<file path="src/rtl/dm_pkg.sv">
package dm_pkg;
  localparam int ACC_W = 16;
  typedef logic signed [ACC_W-1:0] acc_t;

  // One saturating step of a tracking accumulator.
  function automatic acc_t sat_move(acc_t a, logic up, logic [ACC_W-1:0] st);
    logic signed [ACC_W+1:0] w;
    logic signed [ACC_W+1:0] hi;
    logic signed [ACC_W+1:0] lo;
    hi = {3'b000, {(ACC_W-1){1'b1}}};
    lo = {3'b111, {(ACC_W-1){1'b0}}};
    if (up) w = $signed({a[ACC_W-1], a[ACC_W-1], a}) + $signed({2'b00, st});
    else    w = $signed({a[ACC_W-1], a[ACC_W-1], a}) - $signed({2'b00, st});
    if (w > hi)      return hi[ACC_W-1:0];
    else if (w < lo) return lo[ACC_W-1:0];
    else             return w[ACC_W-1:0];
  endfunction
endpackage

</file>
<file path="src/rtl/dm_tick_gen.sv">
module dm_tick_gen #(
  parameter int BASE_DIV = 6256,
  localparam int DIV_W = $clog2(BASE_DIV + 1)
) (
  input  logic       clk,
  input  logic       rst,
  input  logic [1:0] rate_sel,
  output logic       tick
);
  logic [DIV_W-1:0] cnt;
  logic [DIV_W-1:0] div;
  logic             hit;

  assign div = DIV_W'(BASE_DIV) >> rate_sel;
  // >= lets a shortened period after a rate change fire at once
  assign hit = (cnt >= div - DIV_W'(1));

  always_ff @(posedge clk) begin
    if (rst) begin
      cnt  <= '0;
      tick <= 1'b0;
    end else begin
      tick <= hit;
      cnt  <= hit ? '0 : cnt + DIV_W'(1);
    end
  end

  // ticks are never adjacent for any rate code
  a_r3_no_back_to_back: assert property (@(posedge clk) disable iff (rst)
    tick |=> !tick);
endmodule

</file>
<file path="src/rtl/dm_acc.sv">
module dm_acc (
  input  logic                        clk,
  input  logic                        rst,
  input  logic                        en,
  input  logic                        up,
  input  logic [dm_pkg::ACC_W-1:0]    step,
  output dm_pkg::acc_t                acc
);
  always_ff @(posedge clk) begin
    if (rst)     acc <= '0;
    else if (en) acc <= dm_pkg::sat_move(acc, up, step);
  end

  // direction of movement follows the decision
  a_r2_rise_on_up: assert property (@(posedge clk) disable iff (rst)
    (en && up) |=> (acc >= $past(acc)));
  a_r2_fall_on_down: assert property (@(posedge clk) disable iff (rst)
    (en && !up) |=> (acc <= $past(acc)));
  // no wrap across the sign boundary
  a_r5_no_wrap_up: assert property (@(posedge clk) disable iff (rst)
    (en && up && acc >= 0) |=> (acc >= 0));
  a_r5_no_wrap_down: assert property (@(posedge clk) disable iff (rst)
    (en && !up && acc < 0) |=> (acc < 0));
endmodule

</file>
<file path="src/rtl/dm_encoder.sv">
module dm_encoder (
  input  logic                     clk,
  input  logic                     rst,
  input  logic                     tick,
  input  dm_pkg::acc_t             sample,
  input  logic [dm_pkg::ACC_W-1:0] step,
  output logic                     bit_q,
  output logic                     valid_q,
  output logic [dm_pkg::ACC_W-1:0] step_q,
  output dm_pkg::acc_t             track
);
  logic above;
  assign above = (sample > track);

  dm_acc u_track (
    .clk (clk),
    .rst (rst),
    .en  (tick),
    .up  (above),
    .step(step),
    .acc (track)
  );

  always_ff @(posedge clk) begin
    if (rst) begin
      bit_q   <= 1'b0;
      valid_q <= 1'b0;
      step_q  <= '0;
    end else begin
      valid_q <= tick;
      if (tick) begin
        bit_q  <= above;
        step_q <= step;
      end
    end
  end

  // strobe appears exactly in the cycle after a tick
  a_r7_strobe_after_tick: assert property (@(posedge clk) disable iff (rst)
    tick |=> valid_q);
  a_r7_no_spurious_strobe: assert property (@(posedge clk) disable iff (rst)
    !tick |=> !valid_q);
endmodule

</file>
<file path="src/rtl/dm_run_detect.sv">
module dm_run_detect #(
  parameter int RUN_LEN = 8,
  localparam int FILL_W = $clog2(RUN_LEN + 1)
) (
  input  logic clk,
  input  logic rst,
  input  logic valid,
  input  logic bit_in,
  output logic flag
);
  logic [RUN_LEN-1:0] hist;
  logic [FILL_W-1:0]  fill;
  logic [RUN_LEN-1:0] hist_n;
  logic               full_n;

  assign hist_n = {hist[RUN_LEN-2:0], bit_in};
  assign full_n = (fill >= FILL_W'(RUN_LEN - 1));

  always_ff @(posedge clk) begin
    if (rst) begin
      hist <= '0;
      fill <= '0;
      flag <= 1'b0;
    end else if (valid) begin
      hist <= hist_n;
      if (fill != FILL_W'(RUN_LEN)) fill <= fill + FILL_W'(1);
      flag <= full_n && ((&hist_n) || !(|hist_n));
    end
  end

  // the flag needs a full window of history
  a_r9_needs_full_window: assert property (@(posedge clk) disable iff (rst)
    flag |-> (fill == FILL_W'(RUN_LEN)));
endmodule

</file>
<file path="src/rtl/delta_codec.sv">
module delta_codec #(
  parameter int BASE_DIV  = 6256,
  parameter int STEP_BASE = 64,
  parameter int RUN_LEN   = 8
) (
  input  logic                     clk,
  input  logic                     rst,
  input  logic [1:0]               rate_sel,
  input  logic [1:0]               gain_sel,
  input  logic signed [15:0]       sample_in,
  output logic                     dm_bit,
  output logic                     bit_valid,
  output logic signed [15:0]       recon_out,
  output logic                     overload
);
  localparam int AW = dm_pkg::ACC_W;

  logic          tick;
  logic [AW-1:0] step;
  logic [AW-1:0] step_q;
  dm_pkg::acc_t  enc_track;
  dm_pkg::acc_t  dec_track;

  assign step = AW'(STEP_BASE) << gain_sel;

  dm_tick_gen #(.BASE_DIV(BASE_DIV)) u_tick (
    .clk     (clk),
    .rst     (rst),
    .rate_sel(rate_sel),
    .tick    (tick)
  );

  dm_encoder u_enc (
    .clk    (clk),
    .rst    (rst),
    .tick   (tick),
    .sample (sample_in),
    .step   (step),
    .bit_q  (dm_bit),
    .valid_q(bit_valid),
    .step_q (step_q),
    .track  (enc_track)
  );

  // decoder: identical accumulator driven by the coded stream
  dm_acc u_dec (
    .clk (clk),
    .rst (rst),
    .en  (bit_valid),
    .up  (dm_bit),
    .step(step_q),
    .acc (dec_track)
  );

  dm_run_detect #(.RUN_LEN(RUN_LEN)) u_run (
    .clk   (clk),
    .rst   (rst),
    .valid (bit_valid),
    .bit_in(dm_bit),
    .flag  (overload)
  );

  assign recon_out = dec_track;

  // decoder lands on the encoder's value one cycle after each strobe
  a_r8_lockstep: assert property (@(posedge clk) disable iff (rst)
    bit_valid |=> (recon_out == $past(enc_track)));
endmodule

</file>
<file path="config.mk">
export PLATFORM = sky130hd
export DESIGN_NAME = delta_codec
export DESIGN_NICKNAME = d
export VERILOG_FILES = /design/src/rtl/dm_pkg.sv /design/src/rtl/dm_tick_gen.sv /design/src/rtl/dm_acc.sv /design/src/rtl/dm_encoder.sv /design/src/rtl/dm_run_detect.sv /design/src/rtl/delta_codec.sv
export SDC_FILE = /design/constraint.sdc
export NUM_CORES = 1
export LEC_CHECK = 0
export BUFFER_PORTS_ARGS = -buffer_cell sky130_fd_sc_hd__clkbuf_2
export CAP_MARGIN = 20
export CORE_ASPECT_RATIO = 1.75
export CORE_UTILIZATION = 45
export CTS_CLUSTER_SIZE = 10
export DETAILED_ROUTE_END_ITERATION = 10
export GPL_ROUTABILITY_DRIVEN = 0
export PLACE_DENSITY = 0.66
export SKIP_CTS_REPAIR_TIMING = 1
export SYNTH_ARGS = -nofsm -noshare
export SYNTH_HDL_FRONTEND = slang
export SYNTH_SLANG_ARGS = --single-unit
</file>
<file path="constraint.sdc">
create_clock -name clk -period 4.5 [get_ports clk]
set_clock_uncertainty 0.05 [all_clocks]
set_input_delay 0.225 -clock clk [delete_from_list [all_inputs] [get_ports clk]]
set_output_delay 0.225 -clock clk [all_outputs]
set_load 0.01 [all_outputs]
</file>
== After elaboration in Yosys (flattened, before gate mapping) ==
Cells that the tools add are included.
Operators by class
  $add $sub $neg: 7
  order comparisons: 7
  equal/unequal tests: 1
  reduce and logical (&&, ||, !) cells: 7
  shift-type cells: 2
  muxes and demuxes: 10
Operators with widths (number)
  $mux W18: 6
  $mux W16: 4
  $add A16 B17 Y18: 2
  $gt A18 B16 Y1 const B: 2
  $lt A18 B16 Y1 const B: 2
  $sub A16 B17 Y18: 2
  $gt A16 B16 Y1: 1
  $shl A7 B2 Y16 const A: 1
  $add A13 B1 Y13 const B: 1
  $ge A13 B13 Y1: 1
  $shr A13 B2 Y13 const A: 1
  $sub A13 B1 Y13 const B: 1
  $reduce_and A8 Y1: 1
  $reduce_or A8 Y1: 1
  $add A4 B1 Y4 const B: 1
  $ge A4 B3 Y1 const B: 1
  $ne A4 B4 Y1 const B: 1
  $reduce_and A2 Y1: 1
  $reduce_or A2 Y1: 1
  $logic_and A1 B1 Y1: 1
  $logic_not A1 Y1: 1
  $logic_or A1 B1 Y1: 1
Word-level totals
  bits of input ports: 22
  word-level logic and storage cells: 44
  output and inout port bits: 19
  register bits after elaboration: 76

== Longest topological paths before layout ==
  word-level depth: 8
  gate-level depth with buffers: 20
  depth with buffers taken out: 19

== By module ==
A second synthesis with hierarchy kept.
Second synthesis, totals
  cells, all modules: 727
  area, all modules: 6234.7 sq um
By module, submodules not included
  dm_acc: cells an instance 224, area an instance 1793.0 sq um, times used 2
  dm_tick_gen: cells an instance 104, area an instance 1052.3 sq um, times used 1
  dm_encoder: cells an instance 115, area an instance 1044.8 sq um, times used 1
  dm_run_detect: cells an instance 55, area an instance 521.8 sq um, times used 1
  delta_codec: cells an instance 5, area an instance 30.0 sq um, times used 1

== Worst setup path before layout ==
OpenSTA, ideal clock, no wires.
  kind: register to register
  start point: reg u_enc.u_track.acc[15]
  end point: reg u_enc.u_track.acc[3]
  cell stages (with the launch flop): 20
  path buffers: 0
  path slack: 202 ps
  clock period less this slack: 4298 ps
  required time: 4314 ps
  data arrival time: 4112 ps
  cells stage by stage: dfxtp_1 > inv_1 > ha_1 > nand4_2 > nor4_4 > a21boi_2 > nor2_1 > nand2_1 > o211a_1 > inv_1 > mux2_2 > ha_1 > a21oi_1 > a21boi_0 > a2111oi_0 > o21bai_1 > xnor2_1 > nor2_2 > nor3b_1 > o22ai_1
Between the ends
  longest elaborated chain between the ends: 7
  elaborated cells on any way between the ends: 10
  those cells by class: 2 x add/sub; 3 x order compare; 5 x mux
Ends and longest elaborated chain
  start: declaration: line dm_acc.sv:7  | output dm_pkg::acc_t acc
  start signal: assignment: line dm_acc.sv:11  | else if (en) acc <= dm_pkg::sat_move(acc, up, step);
  $sub A16 B17 Y18, or another cell as far along: line dm_pkg.sv:13  | else w = $signed({a[ACC_W-1], a[ACC_W-1], a}) - $signed({2'b00, st});
  $mux W18 *: line dm_pkg.sv:12  | if (up) w = $signed({a[ACC_W-1], a[ACC_W-1], a}) + $signed({2'b00, st});
  $mux W18 *: line dm_acc.sv:11
  $mux W18 *: line dm_acc.sv:10  | if (rst) acc <= '0;
  $lt A18 B16 Y1: line dm_pkg.sv:15  | else if (w < lo) return lo[ACC_W-1:0];
  $mux W16: line dm_pkg.sv:15
  $mux W16 *: line dm_pkg.sv:14  | if (w > hi) return hi[ACC_W-1:0];
Every way passes the cells marked *; elsewhere a longest branch is shown, timed or not. The select of a mux whose other input is x is not followed.
A chain may end at the register's enable or synchronous reset.

== Final worst setup path ==
  start point: reg u_enc.u_track.acc[6]
  end point: reg u_enc.u_track.acc[9]
The elaborated chain is that of the path after synthesis.

==> flow_summary.ini <==
[setup_path]
cp-start-kind = register
worstRegToRegCells = 19
r2r-start = u_enc.u_track.acc[6]
timing.rr.end = u_enc.u_track.acc[9]
critical_path_arrival_ns = 4.37
crit_path_start = u_enc.u_track.acc[6]
required_ns = 4.62
crit_fanout = 5
crit_path_end_kind = register
worstSetupPathType = reg2reg
regToRegSetupSlack_ns = 0.26

[sta]
period_share = 0.9430
drv_slew = 0
rsz0062_at_grt = false
setup_ws_ns = 0.2566
hold_slack_ns = 0.1975
min_period_ns = 4.243
fmax_mhz = 235.7
hold_viol_final = 0
setup_viol_count_final = 0
slew_headroom = 0.2983
tightest_slew_ns = 1.053

[synthesis]
yosys.area.top_type_share = 0.2552
synth_cell_type_count = 60
ys_warn_count = 0
ys_ff_latch = 56
syn_area_per_cell_um2 = 8.352
synth_enable_flop_cells = 0
syn_area_um2 = 4393
synth_seq_area_share = 0.2552
post_synth_main_area_contributors = dfxtp_1 (26%), ha_1 (17%), nor2_1 (4.5%)
synthArstFlopShare = 0
synth_top_cell_by_area = dfxtp_1
syn-instance-count = 526
synth_ff_type = dfxtp_1
synth_fp_nets = 610

[pwr]
leakage_uw = 0.002083
power_density_nw_per_um2 = 224.8
ir_worst_vdd_uv = 165.0

[min_path]
whs_path_depth = 3
min-delay-path-class = in2reg
hold_end = u_enc.step_q[9]
hp-start = gain_sel[0]

[floorplanning]
start_util = 0.4640
core_region_area_um2 = 9468
die-area_um2 = 10180
die_h_um = 132.7
fp.dieW_um = 76.69
ios = 41
num_rows = 47

[cells_and_area]
diodes = 0
finalNetCount = 645
fin_area_um2 = 4936
fin_util = 0.5213
syn_to_final_growth_pct = 12.36
drive_above_1_share = 0.1548

[drt]
dr.pass1.iters = 4
routed_wl_um = 9952
drcViolationCount = 0
antenna_left = 0
vias = 3818
drtIter0Drc = 84
post_drt_wl_per_cell_um = 14.55
viasPerCell = 5.582

[clocking]
numCtsBuffers = 5
clk_path_buf_depth = 2
cts_tree = done
cts.clk_slew.worst_paths_ns = 0.08
clk_latency_ns = 0.30
cts_root_buf = clkbuf_16
clock-sinks = 56
htreeDepth = 2

[place]
dp_hpwl_um = 7651
io_buffers = 40
dp_worst_setup_slack_ns = -0.03488
post_dp_cell_area_um2 = 4679

[job]
cap_violations = 0

[global_routing]
grt_max_degree = 33
grt_pass1_wl_um = 17100
first_global_vias = 3851
grt_usage = 0.2043
antenna_found_initial = 0
grt-ovfl-total = 0

[outcome]
status = finished, final reports clean
synthesized netlist by cell type, drive strengths merged (3+ instances only):
| cell | number |
|---|---|
| nand2 | 14 |
| nor3 | 6 |
| nand2b | 18 |
| or2 | 3 |
| mux2i | 13 |
| a21o | 8 |
| nand4 | 9 |
| nor4 | 5 |
| o21bai | 4 |
| xor2 | 14 |
| clkbuf | 14 |
| nor2 | 54 |
| nor3b | 3 |
| inv | 41 |
| nand3b | 9 |
| dfxtp | 56 |
| buf | 12 |
| and3 | 7 |
| or3 | 3 |
| o211ai | 12 |
| a211oi | 15 |
| a21oi | 33 |
| a31oi | 9 |
| nand3 | 17 |
| ha | 61 |
| a21boi | 3 |
| nor2b | 7 |
| o22ai | 3 |
| mux2 | 4 |
| o21ai | 24 |
| xnor2 | 20 |
layout make-up:
class / instances / area, µm²
clock buffer: 5 / 125.1
clock inverter: 3 / 27.53
fill: 915 / 4532
inverter: 41 / 153.9
multi-input combinational: 403 / 3049
sequential: 56 / 1122
tap: 122 / 152.6
timing repair buffer: 54 / 305.3
state kept, by name (all words and copies together), names as in the netlist:
register,flops
u_enc.step_q,4
u_tick.tick,1
u_enc.u_track.acc,13
u_enc.valid_q,1
u_run.hist,7
u_dec.acc,11
u_enc.bit_q,1
u_tick.cnt,13
u_run.fill,4
u_run.flag,1
how the worst max path moves through the flow:
stage	end	slack, ns	cells after the start
after global routing	u_enc.u_track.acc[9]	0.01	19
after detailed placement	u_enc.u_track.acc[3]	-0.03	18
after global placement	u_enc.u_track.acc[10]	0.20	17
after floorplan	u_enc.u_track.acc[3]	0.20	19
after CTS	u_enc.u_track.acc[14]	-0.06	19
final	u_enc.u_track.acc[9]	0.26	19
metal layers:
metal | part of all wire | global-route usage
met5 | 0 | 0
met2 | 0.55 | 0.3968
met4 | 0.026 | 0.08654
met3 | 0.019 | 0.02414
met1 | 0.41 | 0.2145
critical path: stages (launching register included):
cell and delay (ns):
dfxtp_1 0.35, inv_1 0.07, ha_1 0.29, nand4_1 0.15, nor4_4 0.32, a21boi_2 0.23, nor2_1 0.08, nand2_1 0.08
o211a_1 0.23, inv_2 0.08, mux2_2 0.26, ha_1 0.33, a21oi_2 0.20, a21boi_2 0.10, a2111oi_4 0.36, o21bai_2 0.15
or4_1 0.41, o21ai_0 0.15, o21bai_1 0.13, o211ai_1 0.10
power breakdown:
group	internal [µW]	total (µW)	switching (µW)	leakage (µW)
logic	77.8	180	102	0.00156
registers	505	518	13.3	0.000452
clock network	212	411	199	0.0000719
through the flow:
| step | cells | power [µW] | setup TNS (ns) |
|---|---|---|---|
| 2_1_floorplan | 526 | 655.0 | 0 |
| 3_3_place_gp | 671 | 696.1 | 0 |
| 5_1_grt | 684 | 1168 | 0 |
| 4_1_cts | 679 | 1115 | -0.3676 |
| 6_report | 684 | 1109 | 0 |
| 3_5_place_dp | 671 | 700.6 | -0.1510 |
logic make-up (layout without fill, tap and decap cells):
| logic type | Yosys count | count (layout) | synth area share |
|---|---|---|---|
| flops | 56 | 56 | 0.2552 |
| simple gates | 158 | 158 | 0.1914 |
| mux | 17 | 17 | 0.03987 |
| fa+ha+maj | 62 | 62 | 0.1783 |
| other cells | 1 | 1 | 0.0008536 |
| xor+xnor | 34 | 34 | 0.07377 |
| compound gates | 131 | 131 | 0.1951 |
| buf+inv | 67 | 103 | 0.06551 |
cell usage in the layout, fill, tap and decap left out, types with 8 or more instances in the layout:
| cell type | netlist | final |
|---|---|---|
| nand2_1 | 14 | 14 |
| a21oi_1 | 33 | 31 |
| o21ai_0 | 24 | 23 |
| xor2_1 | 14 | 14 |
| nand3_1 | 16 | 16 |
| mux2i_1 | 13 | 13 |
| dfxtp_1 | 56 | 55 |
| nor2_1 | 53 | 53 |
| clkbuf_2 | 0 | 40 |
| nand4_1 | 8 | 8 |
| a21o_1 | 8 | 8 |
| ha_1 | 61 | 61 |
| xnor2_1 | 18 | 17 |
| a211oi_1 | 15 | 15 |
| nand2b_1 | 18 | 18 |
| o211ai_1 | 12 | 12 |
| a31oi_1 | 9 | 9 |
| inv_1 | 41 | 40 |
| buf_4 | 5 | 14 |
| nand3b_1 | 9 | 9 |
(Power assumes the default switching activity.)
